### src/rtl/irq_agg_pkg.sv
package irq_agg_pkg;

    localparam int DATA_W   = 32;
    localparam int NUM_SRC  = 27;
    localparam int IDX_W    = $clog2(DATA_W);

    // Source bit positions; the chain groups are four consecutive bits
    localparam int POS_IN_CHAIN  = 0;
    localparam int POS_OUT_CHAIN = 4;
    localparam int CHAIN_EVTS    = 4;
    localparam int POS_IN_OOD    = 9;
    localparam int POS_EXT_REQ   = 25;
    localparam int POS_ABORT     = 26;

    typedef enum logic [1:0] {
        SEL_NONE,
        SEL_STATUS,
        SEL_MASK,
        SEL_ENABLE
    } reg_sel_e;

    typedef struct packed {
        logic [DATA_W-1:0] mask;
        logic              enable;
    } ctrl_regs_t;

    function automatic logic [DATA_W-1:0] impl_bits();
        logic [DATA_W-1:0] m;
        m = '0;
        for (int i = 0; i < CHAIN_EVTS; i++) begin
            m[POS_IN_CHAIN + i]  = 1'b1;
            m[POS_OUT_CHAIN + i] = 1'b1;
        end
        m[POS_IN_OOD]  = 1'b1;
        m[POS_EXT_REQ] = 1'b1;
        m[POS_ABORT]   = 1'b1;
        return m;
    endfunction

    localparam logic [DATA_W-1:0] IMPL_MASK = impl_bits();

endpackage

### src/rtl/irq_agg_sync.sv
module irq_agg_sync #(
    parameter int STAGES = 2
) (
    input  logic clk,
    input  logic rst,
    input  logic d,
    output logic q
);
    logic [STAGES-1:0] chain_q;

    generate
        if (STAGES == 1) begin : g_single
            always_ff @(posedge clk) begin
                if (rst) chain_q <= '0;
                else     chain_q <= d;
            end
        end else begin : g_multi
            always_ff @(posedge clk) begin
                if (rst) chain_q <= '0;
                else     chain_q <= {chain_q[STAGES-2:0], d};
            end
        end
    endgenerate

    assign q = chain_q[STAGES-1];

endmodule

### src/rtl/irq_agg_status.sv
module irq_agg_status
    import irq_agg_pkg::*;
(
    input  logic              clk,
    input  logic              rst,
    input  logic [DATA_W-1:0] set_vec,
    input  logic              clr_wr,
    input  logic [DATA_W-1:0] clr_vec,
    output logic [DATA_W-1:0] status
);
    logic [DATA_W-1:0] clr_eff;
    logic [DATA_W-1:0] status_nxt;

    always_comb begin
        clr_eff    = clr_wr ? clr_vec : '0;
        // set applied after clear: an event in the same cycle wins
        status_nxt = ((status & ~clr_eff) | set_vec) & IMPL_MASK;
    end

    always_ff @(posedge clk) begin
        if (rst) status <= '0;
        else     status <= status_nxt;
    end


    event_sticks_chk: assert property (@(posedge clk) disable iff (rst)
        |(set_vec & IMPL_MASK) |=>
            ((status & $past(set_vec & IMPL_MASK)) == $past(set_vec & IMPL_MASK)));


    w1c_clears_chk: assert property (@(posedge clk) disable iff (rst)
        clr_wr |=> ((status & $past(clr_vec & ~set_vec)) == '0));


    sticky_hold_chk: assert property (@(posedge clk) disable iff (rst)
        (!clr_wr && set_vec == '0) |=> (status == $past(status)));

endmodule

### src/rtl/irq_agg_prio.sv
module irq_agg_prio
    import irq_agg_pkg::*;
(
    input  logic [DATA_W-1:0] pending,
    output logic              valid,
    output logic [IDX_W-1:0]  idx
);
    always_comb begin
        idx = '0;
        for (int i = DATA_W - 1; i >= 0; i--) begin
            if (pending[i]) idx = IDX_W'(i);
        end
        valid = |pending;
    end

endmodule

### src/rtl/irq_status_agg.sv
module irq_status_agg
    import irq_agg_pkg::*;
#(
    parameter int              ADDR_W      = 12,
    parameter logic [ADDR_W-1:0] OFF_STATUS = 12'h500,
    parameter logic [ADDR_W-1:0] OFF_MASK   = 12'h504,
    parameter logic [ADDR_W-1:0] OFF_ENABLE = 12'h508,
    parameter int              SYNC_STAGES = 2
) (
    input  logic              clk,
    input  logic              rst,
    input  logic              reg_wr,
    input  logic [ADDR_W-1:0] reg_addr,
    input  logic [31:0]       reg_wdata,
    output logic [31:0]       reg_rdata,
    input  logic [3:0]        ev_in_chain,
    input  logic [3:0]        ev_out_chain,
    input  logic              ev_in_ood,
    input  logic              ev_abort,
    input  logic              ext_inta,
    output logic              irq,
    output logic              src_valid,
    output logic [4:0]        src_idx
);
    reg_sel_e          sel;
    ctrl_regs_t        ctrl_q;
    logic [DATA_W-1:0] status;
    logic [DATA_W-1:0] set_vec;
    logic [DATA_W-1:0] pending;
    logic              ext_sync;
    logic              prio_valid;
    logic [IDX_W-1:0]  prio_idx;

    always_comb begin
        unique case (reg_addr)
            OFF_STATUS: sel = SEL_STATUS;
            OFF_MASK:   sel = SEL_MASK;
            OFF_ENABLE: sel = SEL_ENABLE;
            default:    sel = SEL_NONE;
        endcase
    end

    irq_agg_sync #(.STAGES(SYNC_STAGES)) u_sync (
        .clk (clk),
        .rst (rst),
        .d   (ext_inta),
        .q   (ext_sync)
    );

    always_comb begin
        set_vec = '0;
        set_vec[POS_IN_CHAIN  +: CHAIN_EVTS] = ev_in_chain;
        set_vec[POS_OUT_CHAIN +: CHAIN_EVTS] = ev_out_chain;
        set_vec[POS_IN_OOD]  = ev_in_ood;
        set_vec[POS_EXT_REQ] = ext_sync;
        set_vec[POS_ABORT]   = ev_abort;
    end

    irq_agg_status u_status (
        .clk     (clk),
        .rst     (rst),
        .set_vec (set_vec),
        .clr_wr  (reg_wr && sel == SEL_STATUS),
        .clr_vec (reg_wdata),
        .status  (status)
    );

    always_ff @(posedge clk) begin
        if (rst) begin
            ctrl_q <= '0;
        end else if (reg_wr) begin
            if (sel == SEL_MASK)   ctrl_q.mask   <= reg_wdata & IMPL_MASK;
            if (sel == SEL_ENABLE) ctrl_q.enable <= reg_wdata[0];
        end
    end

    assign pending = status & ctrl_q.mask;

    irq_agg_prio u_prio (
        .pending (pending),
        .valid   (prio_valid),
        .idx     (prio_idx)
    );

    always_comb begin
        unique case (sel)
            SEL_STATUS: reg_rdata = status;
            SEL_MASK:   reg_rdata = ctrl_q.mask;
            SEL_ENABLE: reg_rdata = {31'd0, ctrl_q.enable};
            default:    reg_rdata = '0;
        endcase
    end

    assign irq       = ctrl_q.enable & (|pending);
    assign src_valid = prio_valid;
    assign src_idx   = prio_idx;


    prio_lowest_chk: assert property (@(posedge clk) disable iff (rst)
        src_valid |-> (pending[src_idx] &&
                       ((pending & ((32'd1 << src_idx) - 32'd1)) == '0)));


    irq_level_chk: assert property (@(posedge clk) disable iff (rst)
        irq == (ctrl_q.enable && src_valid));


    mask_impl_chk: assert property (@(posedge clk) disable iff (rst)
        (ctrl_q.mask & ~IMPL_MASK) == '0);

endmodule

### config.mk
export PLATFORM = sky130hd
export DESIGN_NAME = irq_status_agg
export DESIGN_NICKNAME = d
export VERILOG_FILES = /design/src/rtl/irq_agg_pkg.sv /design/src/rtl/irq_agg_sync.sv /design/src/rtl/irq_agg_status.sv /design/src/rtl/irq_agg_prio.sv /design/src/rtl/irq_status_agg.sv
export SDC_FILE = /design/constraint.sdc
export NUM_CORES = 1
export LEC_CHECK = 0
export BUFFER_PORTS_ARGS = -buffer_cell sky130_fd_sc_hd__buf_2
export CAP_MARGIN = 20
export CORE_AREA = 8 8 74 76
export DETAILED_ROUTE_END_ITERATION = 8
export DIE_AREA = 0 0 82 84
export GPL_TIMING_DRIVEN = 0
export PLACE_DENSITY = 0.79
export SYNTH_ARGS = -nofsm -noshare
export SYNTH_HDL_FRONTEND = slang
export SYNTH_SLANG_ARGS = --single-unit
### constraint.sdc
create_clock -name clk -period 1 [get_ports clk]
set_input_delay 0.05 -clock clk [delete_from_list [all_inputs] [get_ports clk]]
set_output_delay 0.05 -clock clk [all_outputs]
set_load 0.03 [all_outputs]
# --- After elaboration in Yosys (flattened, before gate mapping) ---
# Index checks and enable logic that the tools add are counted.
classes:
  eq_ne: 6
  muxes: 35
  bitwise_logic: 5
  n_reduce_logical: 4
op_table:
  columns: ["operator", "count"]
  rows:
  - ["$mux W5", 32]
  - ["$pmux W27 S3", 1]
  - ["$and A27 B27 Y27", 2]
  - ["$eq A12 B11 Y1 const B", 3]
  - ["$reduce_or A32 Y1", 1]
  - ["$mux W27", 1]
  - ["$not A27 Y27", 1]
  - ["$or A27 B27 Y27", 1]
  - ["$pmux W2 S3", 1]
  - ["$eq A2 B2 Y1 const B", 2]
  - ["$reduce_and A2 Y1", 2]
  - ["$eq A2 B1 Y1 const B", 1]
  - ["$and A1 B1 Y1", 1]
  - ["$logic_and A1 B1 Y1", 1]
word_totals:
  ff_bits: 25
  in_bits: 58
  output_inout_bits: 39
  word_cells: 54

# --- Logic depth before layout (Yosys ltp) ---
# Gate-level depths: netlist of run 1.
depth:
  depth_word: 32
  mapped_depth: 4
  mapped_depth_nobuf: 3

# --- Hierarchy ---
# Synthesis of run 1 repeated with hierarchy kept, for this count alone.
unflattened:
  cells_unflattened: 254
  area_unflattened_um2: 2137.0
by_module_without_submodules:
  columns: ["module", "instances", "cells_each", "area_each_um2", "seq_area_each_um2"]
  rows:
  - ["irq_status_agg", 1, 117, 1057.3, 240.2]
  - ["irq_agg_status", 1, 68, 641.9, 220.2]
  - ["irq_agg_prio", 1, 65, 385.4, 0.0]
  - ["irq_agg_sync", 1, 4, 52.6, 40.0]

# --- Worst setup path after synthesis of run 1 ---
# Ideal clock, no wire load.
synth_timing:
  kind: "register to output"
  start: "register u_status.status[1]"
  end: "output port src_idx[4]"
  arrival_time_ns: 1.573
  required_ns: 0.950
  setup_slack_ns: -0.623
  path_stages_with_launch: 4
  path_buffers: 0
  cell_sequence: "dfxtp_1 -> a22oi_1 -> nand4_1 -> a221oi_1"
synth_via:
  elab_chain_len: 3
synth_lines:
  columns: ["item", "line_no", "source"]
  rows:
  - ["start, declared", "irq_agg_status.sv:9", "output logic [DATA_W-1:0] status"]
  - ["start signal, assigned", "irq_agg_status.sv:22", "else status <= status_nxt;"]
  - ["$and A27 B27 Y27", "irq_status_agg.sv:77", "assign pending = status & ctrl_q.mask;"]
  - ["$mux W5 (2 in series)", "irq_agg_prio.sv:11", "if (pending[i]) idx = IDX_W'(i);"]
  - ["end, declared", "irq_status_agg.sv:23", "output logic [4:0] src_idx"]
# Every way passes these cells.

# --- Worst setup path after layout of run 1 ---
layout_timing:
  start: "register ctrl_q[6] in the netlist's numbering"
  end: "output port src_valid"
layout_via:
  elab_chain_len: 2
layout_lines:
  columns: ["item", "line_no", "source"]
  rows:
  - ["start, declared", "irq_status_agg.sv:26", "ctrl_regs_t ctrl_q;"]
  - ["$and A27 B27 Y27", "irq_status_agg.sv:77", null]
  - ["$reduce_or A32 Y1", "irq_agg_prio.sv:13", "valid = |pending;"]
  - ["end, declared", "irq_status_agg.sv:22", "output logic src_valid,"]
# Every way passes these cells.

==> results of run 1 <==
report_power, final:
| group | internal (mW) | switching [mW] |
|---|---|---|
| combinational | 0.247 | 0.265 |
| sequential | 1.02 | 0.0472 |
| clock | 0.283 | 0.357 |
worst max path at each step:
stage	slack, ps	depth (start not counted)	startpoint	endpoint
4_1_cts	-520	5	ctrl_q[4]	src_idx[4]
3_3_place_gp	-410	4	ctrl_q[2]	src_idx[4]
3_5_place_dp	-390	4	ctrl_q[2]	src_idx[4]
2_1_floorplan	-230	3	ctrl_q[2]	src_idx[4]
5_1_grt	-620	4	u_status.status[6]	src_idx[0]
6_report	-560	5	ctrl_q[6]	src_valid
final cells by class:
class | count | share of cell area
Buffer | 27 | 0.07496
Sequential cell | 25 | 0.1944
Tap cell | 52 | 0.02293
Multi-Input combinational cell | 143 | 0.4105
Clock inverter | 1 | 0.002646
Clock buffer | 3 | 0.01455
Timing Repair Buffer | 89 | 0.2654
Inverter | 11 | 0.01455
kinds of logic (layout without fill, tap and decap cells):
| family | after synthesis | in the layout |
|---|---|---|
| flops | 25 | 25 |
| compound gates | 27 | 27 |
| simple gates | 72 | 72 |
| mux | 23 | 23 |
| other cells | 1 | 21 |
| buf+inv | 38 | 131 |
layer usage:
metal / up-vias / GRT usage / routed length [um]
met5: - / 0 / 0
met4: 0 / 0.05751 / 157
met3: 18 / 0.03772 / 431
met2: 75 / 0.2493 / 2598
li1: 838 / - / -
met1: 800 / 0.1640 / 2074
worst min-delay path: stages:
cell and delay, ps:
buf_2 100, inv_1 40, a311oi_1 70
registers in the layout, indices dropped and copies added, names as in the netlist:
name             count
ctrl_q              12
u_status.status     11
u_sync.chain_q       2
through the flow:
step                hold slack, ps  instance area, um2
global route                 25.78                2838
CTS                          23.69                2739
floorplan                    151.2                1783
detailed placement           258.8                2118
finish                       22.04                2838
global placement             257.4                2118
synth_stat cells, drive strengths merged (2+ instances only):
| master | number |
|---|---|
| a21oi | 2 |
| a22oi | 6 |
| a311oi | 11 |
| and2 | 2 |
| and3b | 2 |
| and4 | 3 |
| buf | 24 |
| clkbuf | 3 |
| dfxtp | 25 |
| inv | 11 |
| mux2i | 23 |
| nand2 | 10 |
| nand2b | 24 |
| nand4 | 2 |
| nor2 | 22 |
| nor2b | 2 |
| o21a | 2 |
repair_timing:
action / CTS / global route
setup buffers: 17 / 7
gates cloned: 2 / 0
hold buffers: 12 / 0
gates resized for setup: 92 / 24
endpoints found under the setup margin: 38 / 40
hold endpoints to repair: 12 / 0
pin swaps: 28 / 14
==> results.toml, run 1 <==
[min_path]
min-delay-start = "ev_out_chain[0]"
min_path_cells = 3
min_path_type = "input port to register"
worstHoldEndpoint = "u_status.status[4]"

[global_route]
grt_pass1_wl_mm = 8.093
grt_use_total = 0.1459
antenna_found_initial = 0
grt_pass1_vias = 1714
gr-total-overflow = 0
grt_max_degree = 16

[drt]
drtPass1Iterations = 4
drt-total-wl_mm = 5.262
route.detailed.drc = 0
detail-route-antenna-nets = 0
wl_per_cell_um = 14.99
viasPerCell = 4.932
drt_iter0_markers = 74
route.vias.total = 1731

[worst_setup_path]
rr_startpoint = "ctrl_q[8]"
worstPathMaxFanout = 5
path_cells = "a22oi_2, nand4_1, buf_6, or2_4, buf_6"
rrSetupSlack_ps = 180
reg2reg_depth = 4
critPathKind = "register to output port"
worstReg2RegEnd = "ctrl_q[8]"
cp.required_ps = 950
end_kind = "output port"
cp_slowest_cell = "dfxtp_4"
crit_arrival_ps = 1510
cpPeakStageDelay_ps = 370
path_buf_inv = 2
crit_family = "simple AND/OR/NAND/NOR gates"
cp-start-kind = "register"
path_common_cell = "buf_6"

[die]
core-area_mm2 = 0.004264
start_util = 0.3773
ioPinCount = 97
die_area_mm2 = 0.006888
fp.dieW_um = 82
die_y_um = 84
placementRows = 24

[finish]
final-seq-area_um2 = 551.8
stdcell_count = 351
diodes = 0
layout-drive-gt1-share = 0.5686
syn2layout_area_growth_pct = 76.36
fillers = 331
final_common_cell = "buf_4"
nNetsFinal = 358
multi_input_area_mm2 = 0.001165
finish.utilization = 0.6655
most-common-layout-cells = "buf_4 (35), buf_2 (34), buf_6 (26), nand2b_1 (24), conb_1 (21)"

[yosys]
synth_warnings = 0
avgSynthCellArea_um2 = 8.651
synth_seq_area_share = 0.3110
synth_area_leaders = "dfxtp_1 (31%), mux2i_1 (14%), buf_4 (10%)"
synth_fa_ha_area_frac = 0
muxShareOfSynthArea = 0.1431
synth-simple-area-share = 0.2605
synth_ff_type = "dfxtp_1"
ys_ff_latch = 25
synth_cell_type_count = 32
synth.largest_area_cell = "dfxtp_1"
async_reset_ff_frac = 0
synth_top_family_by_area = "simple AND/OR/NAND/NOR gates"
synthesis.area_mm2 = 0.001609
netlist_instances = 186
synth_top_area_frac = 0.3110
synth-edff-count = 0
synth-compound-area-share = 0.1322
synth_xor_area_frac = 0

[timing]
post-route-period-util = 1.565
min_period_ps = 1565
final-max-slew-violation-count = 0
clock_skew_ps = 0.4523
timing.setup.tns_ps = -6840
clock.fmax_ghz = 0.6391
hold_viol_final = 0
worst_slack_ps = -564.8
setup_viol_count_final = 39
grt_setup_unrepaired = "yes"

[placement]
place_inst = 312
dpl.hpwl_mm = 3.451
numPortBuffers = 54
gp_congestion = 0.8157
dpl_worst_slack_ps = -390.5

[clock_network]
worstSkewPairLatency_ps = 270
cts_buffers = 3
clkTransAtPathRegs_ps = 100
cts_max_level = 1
root_buffer = "clkbuf_8"
clockBufferDepth = 2
cts_sinks = 25
cts_tree = "yes"

[status]
violations = "setup timing"
status = "finished with violations"

[flow_run]
cap_violations = 0

[pwr]
power_density_mw_per_mm2 = 781.8
leakagePower_nw = 1.265
power.total_mw = 2.218
peakVddDrop_v = 0.0005558
Note: power is estimated with default switching activity, not from simulation.
==> run 2: changes to the inputs <==
--- a/config.mk
+++ b/config.mk
@@ -5,7 +5,7 @@
 export SDC_FILE = /design/constraint.sdc
 export NUM_CORES = 1
 export LEC_CHECK = 0
-export BUFFER_PORTS_ARGS = -buffer_cell sky130_fd_sc_hd__buf_2
+export BUFFER_PORTS_ARGS = -buffer_cell sky130_fd_sc_hd__clkbuf_2
 export CAP_MARGIN = 20
 export CORE_AREA = 8 8 74 76
 export DETAILED_ROUTE_END_ITERATION = 8
==> run 2 against run 1 <==
The flow still finishes with violations (setup timing). Sequential cell count unchanged. Cell area up 2.1%. Global-route usage up 1.1 points. Register-to-register slack worse by 30 ps. Utilization up 1.4 points. Final cell count down 1.4%. Sequential power about the same. Critical path type unchanged. Largest cell class unchanged.
==> results.toml, run 2 (synthesis results as in run 1) <==
[timing]
post-route-period-util = 1.604
worst_slack_ps = -603.8
grt_setup_unrepaired = "yes"
final-max-slew-violation-count = 0
clock_skew_ps = 0.2187
maxSlewHeadroom = 0.6641
hold_viol_final = 0
clock.fmax_ghz = 0.6235
whs_ps = 0.7584
min_period_ps = 1604
setup_viol_count_final = 39
tightest_slew_ps = 503.8

[pwr]
leakagePower_nw = 1.286
peakVddDrop_v = 0.0005073
power_density_mw_per_mm2 = 771.1

[drt]
route.vias.total = 1749
viasPerCell = 5.055
detail-route-antenna-nets = 0
drt-total-wl_mm = 5.750
drtPass1Iterations = 4
route.detailed.drc = 0
drt_iter0_markers = 76
wl_per_cell_um = 16.62

[finish]
syn2layout_area_growth_pct = 80.09
biggestRegsByFlops = "ctrl_q: 12 flops, u_status.status: 11 flops, u_sync.chain_q: 2 flops"
nNetsFinal = 353
diodes = 0
regMostFlops = "ctrl_q"
most-common-layout-cells = "clkbuf_2 (35), buf_4 (31), nand2b_1 (24), conb_1 (21), buf_8 (16)"
final-seq-area_um2 = 541.8
fillers = 332
final_common_cell = "clkbuf_2"
multi_input_area_mm2 = 0.001215
largest_reg_flops = 12
design_area_mm2 = 0.002898
layout-drive-gt1-share = 0.5748
finish.utilization = 0.6796
stdcell_count = 346

[clock_network]
root_buffer = "clkbuf_8"
clkTransAtPathRegs_ps = 90
cts_sinks = 25
worstSkewPairLatency_ps = 270
cts_tree = "yes"
clockBufferDepth = 2
cts_buffers = 3
cts_max_level = 1

[die]
die_area_mm2 = 0.006888
start_util = 0.3773
placementRows = 24
ioPinCount = 97
core-area_mm2 = 0.004264
die_y_um = 84
fp.dieW_um = 82

[worst_setup_path]
cp-start-kind = "register"
critPathKind = "register to output port"
cp_slowest_cell = "dfxtp_4"
cpPeakStageDelay_ps = 370
path_cells = "a22oi_2, nand4_1, buf_6, a221oi_4, clkbuf_8"
cp.required_ps = 950
end_kind = "output port"
crit_arrival_ps = 1550
worstPathMaxFanout = 4

[flow_run]
cap_violations = 0

[placement]
gp_congestion = 0.7992
dpl.hpwl_mm = 3.477
numPortBuffers = 54
dpl-instance-area_mm2 = 0.002118
place_inst = 312
dpl_worst_slack_ps = -415.3

[global_route]
antenna_found_initial = 0
grt_pass1_vias = 1823
grt_max_degree = 16
grt_pass1_wl_mm = 8.562
grt_use_total = 0.1568
gr-total-overflow = 0

[status]
violations = "setup timing"
status = "finished with violations"

[min_path]
min_path_type = "input port to register"
run 2: cell count changes in the layout (fill, tap and decap cells not counted), moves of 5 or more:
cell	change
a311oi_1	-5
a311oi_2	+5
buf_2	-34
buf_6	-16
buf_8	+12
clkbuf_2	+34
run 2: metal layers:
metal | GRT usage | share of wire
met1 | 0.1667 | 0.37
met2 | 0.2802 | 0.53
met3 | 0.04095 | 0.079
met4 | 0.05911 | 0.023
met5 | 0 | 0
run 2: final timing paths:
| path | slack, ps | cells past startpoint | from | end |
|---|---|---|---|---|
| min reg2reg | 450 | 1 | u_sync.chain_q[0] | u_sync.chain_q[1] |
| min | 0.8 | 2 | reg_wdata[4] | u_status.status[4] |
| max reg2reg | 150 | 3 | u_status.status[7] | u_status.status[7] |
| max | -600 | 5 | ctrl_q[2] | src_idx[4] |
run 2: power breakdown:
part | internal (mW) | switching (mW) | total, mW
clock | 0.283 | 0.344 | 0.627
sequential | 1.02 | 0.0463 | 1.07
combinational | 0.254 | 0.285 | 0.539
run 2: metrics by stage:
stage,setup TNS (ps),power [mW]
2_1_floorplan,-3623,1.378
3_3_place_gp,-11550,1.495
3_5_place_dp,-12690,1.505
4_1_cts,-8611,2.184
5_1_grt,-9037,2.315
6_report,-7518,2.234
run 2: layout make-up:
type / instances / share of cell area
clock inverters: 1 / 0.002591
repair buffers: 84 / 0.2668
inverters: 11 / 0.01425
clock buffers: 3 / 0.01425
plain buffers: 27 / 0.07340
flip-flops and latches: 25 / 0.1870
well taps: 52 / 0.02245
multi-input cells: 143 / 0.4193
run 2: what timing repair did:
| action | 4_1_cts | 5_1_grt |
|---|---|---|
| pin swaps | 23 | 17 |
| setup buffers | 18 | 4 |
| gates resized for setup | 85 | 51 |
| setup endpoints to repair | 38 | 40 |
| hold endpoints to repair | 9 | 0 |
| cloned | 3 | 0 |
| hold buffers | 9 | 0 |
run 2: worst max-delay path: cells and delay by family (launching register included):
family,cells,cell delay (ps)
buffers and inverters,2,370
AND/OR/NAND/NOR,1,140
flip-flops,1,370
AO/OA/AOI/OAI,2,410
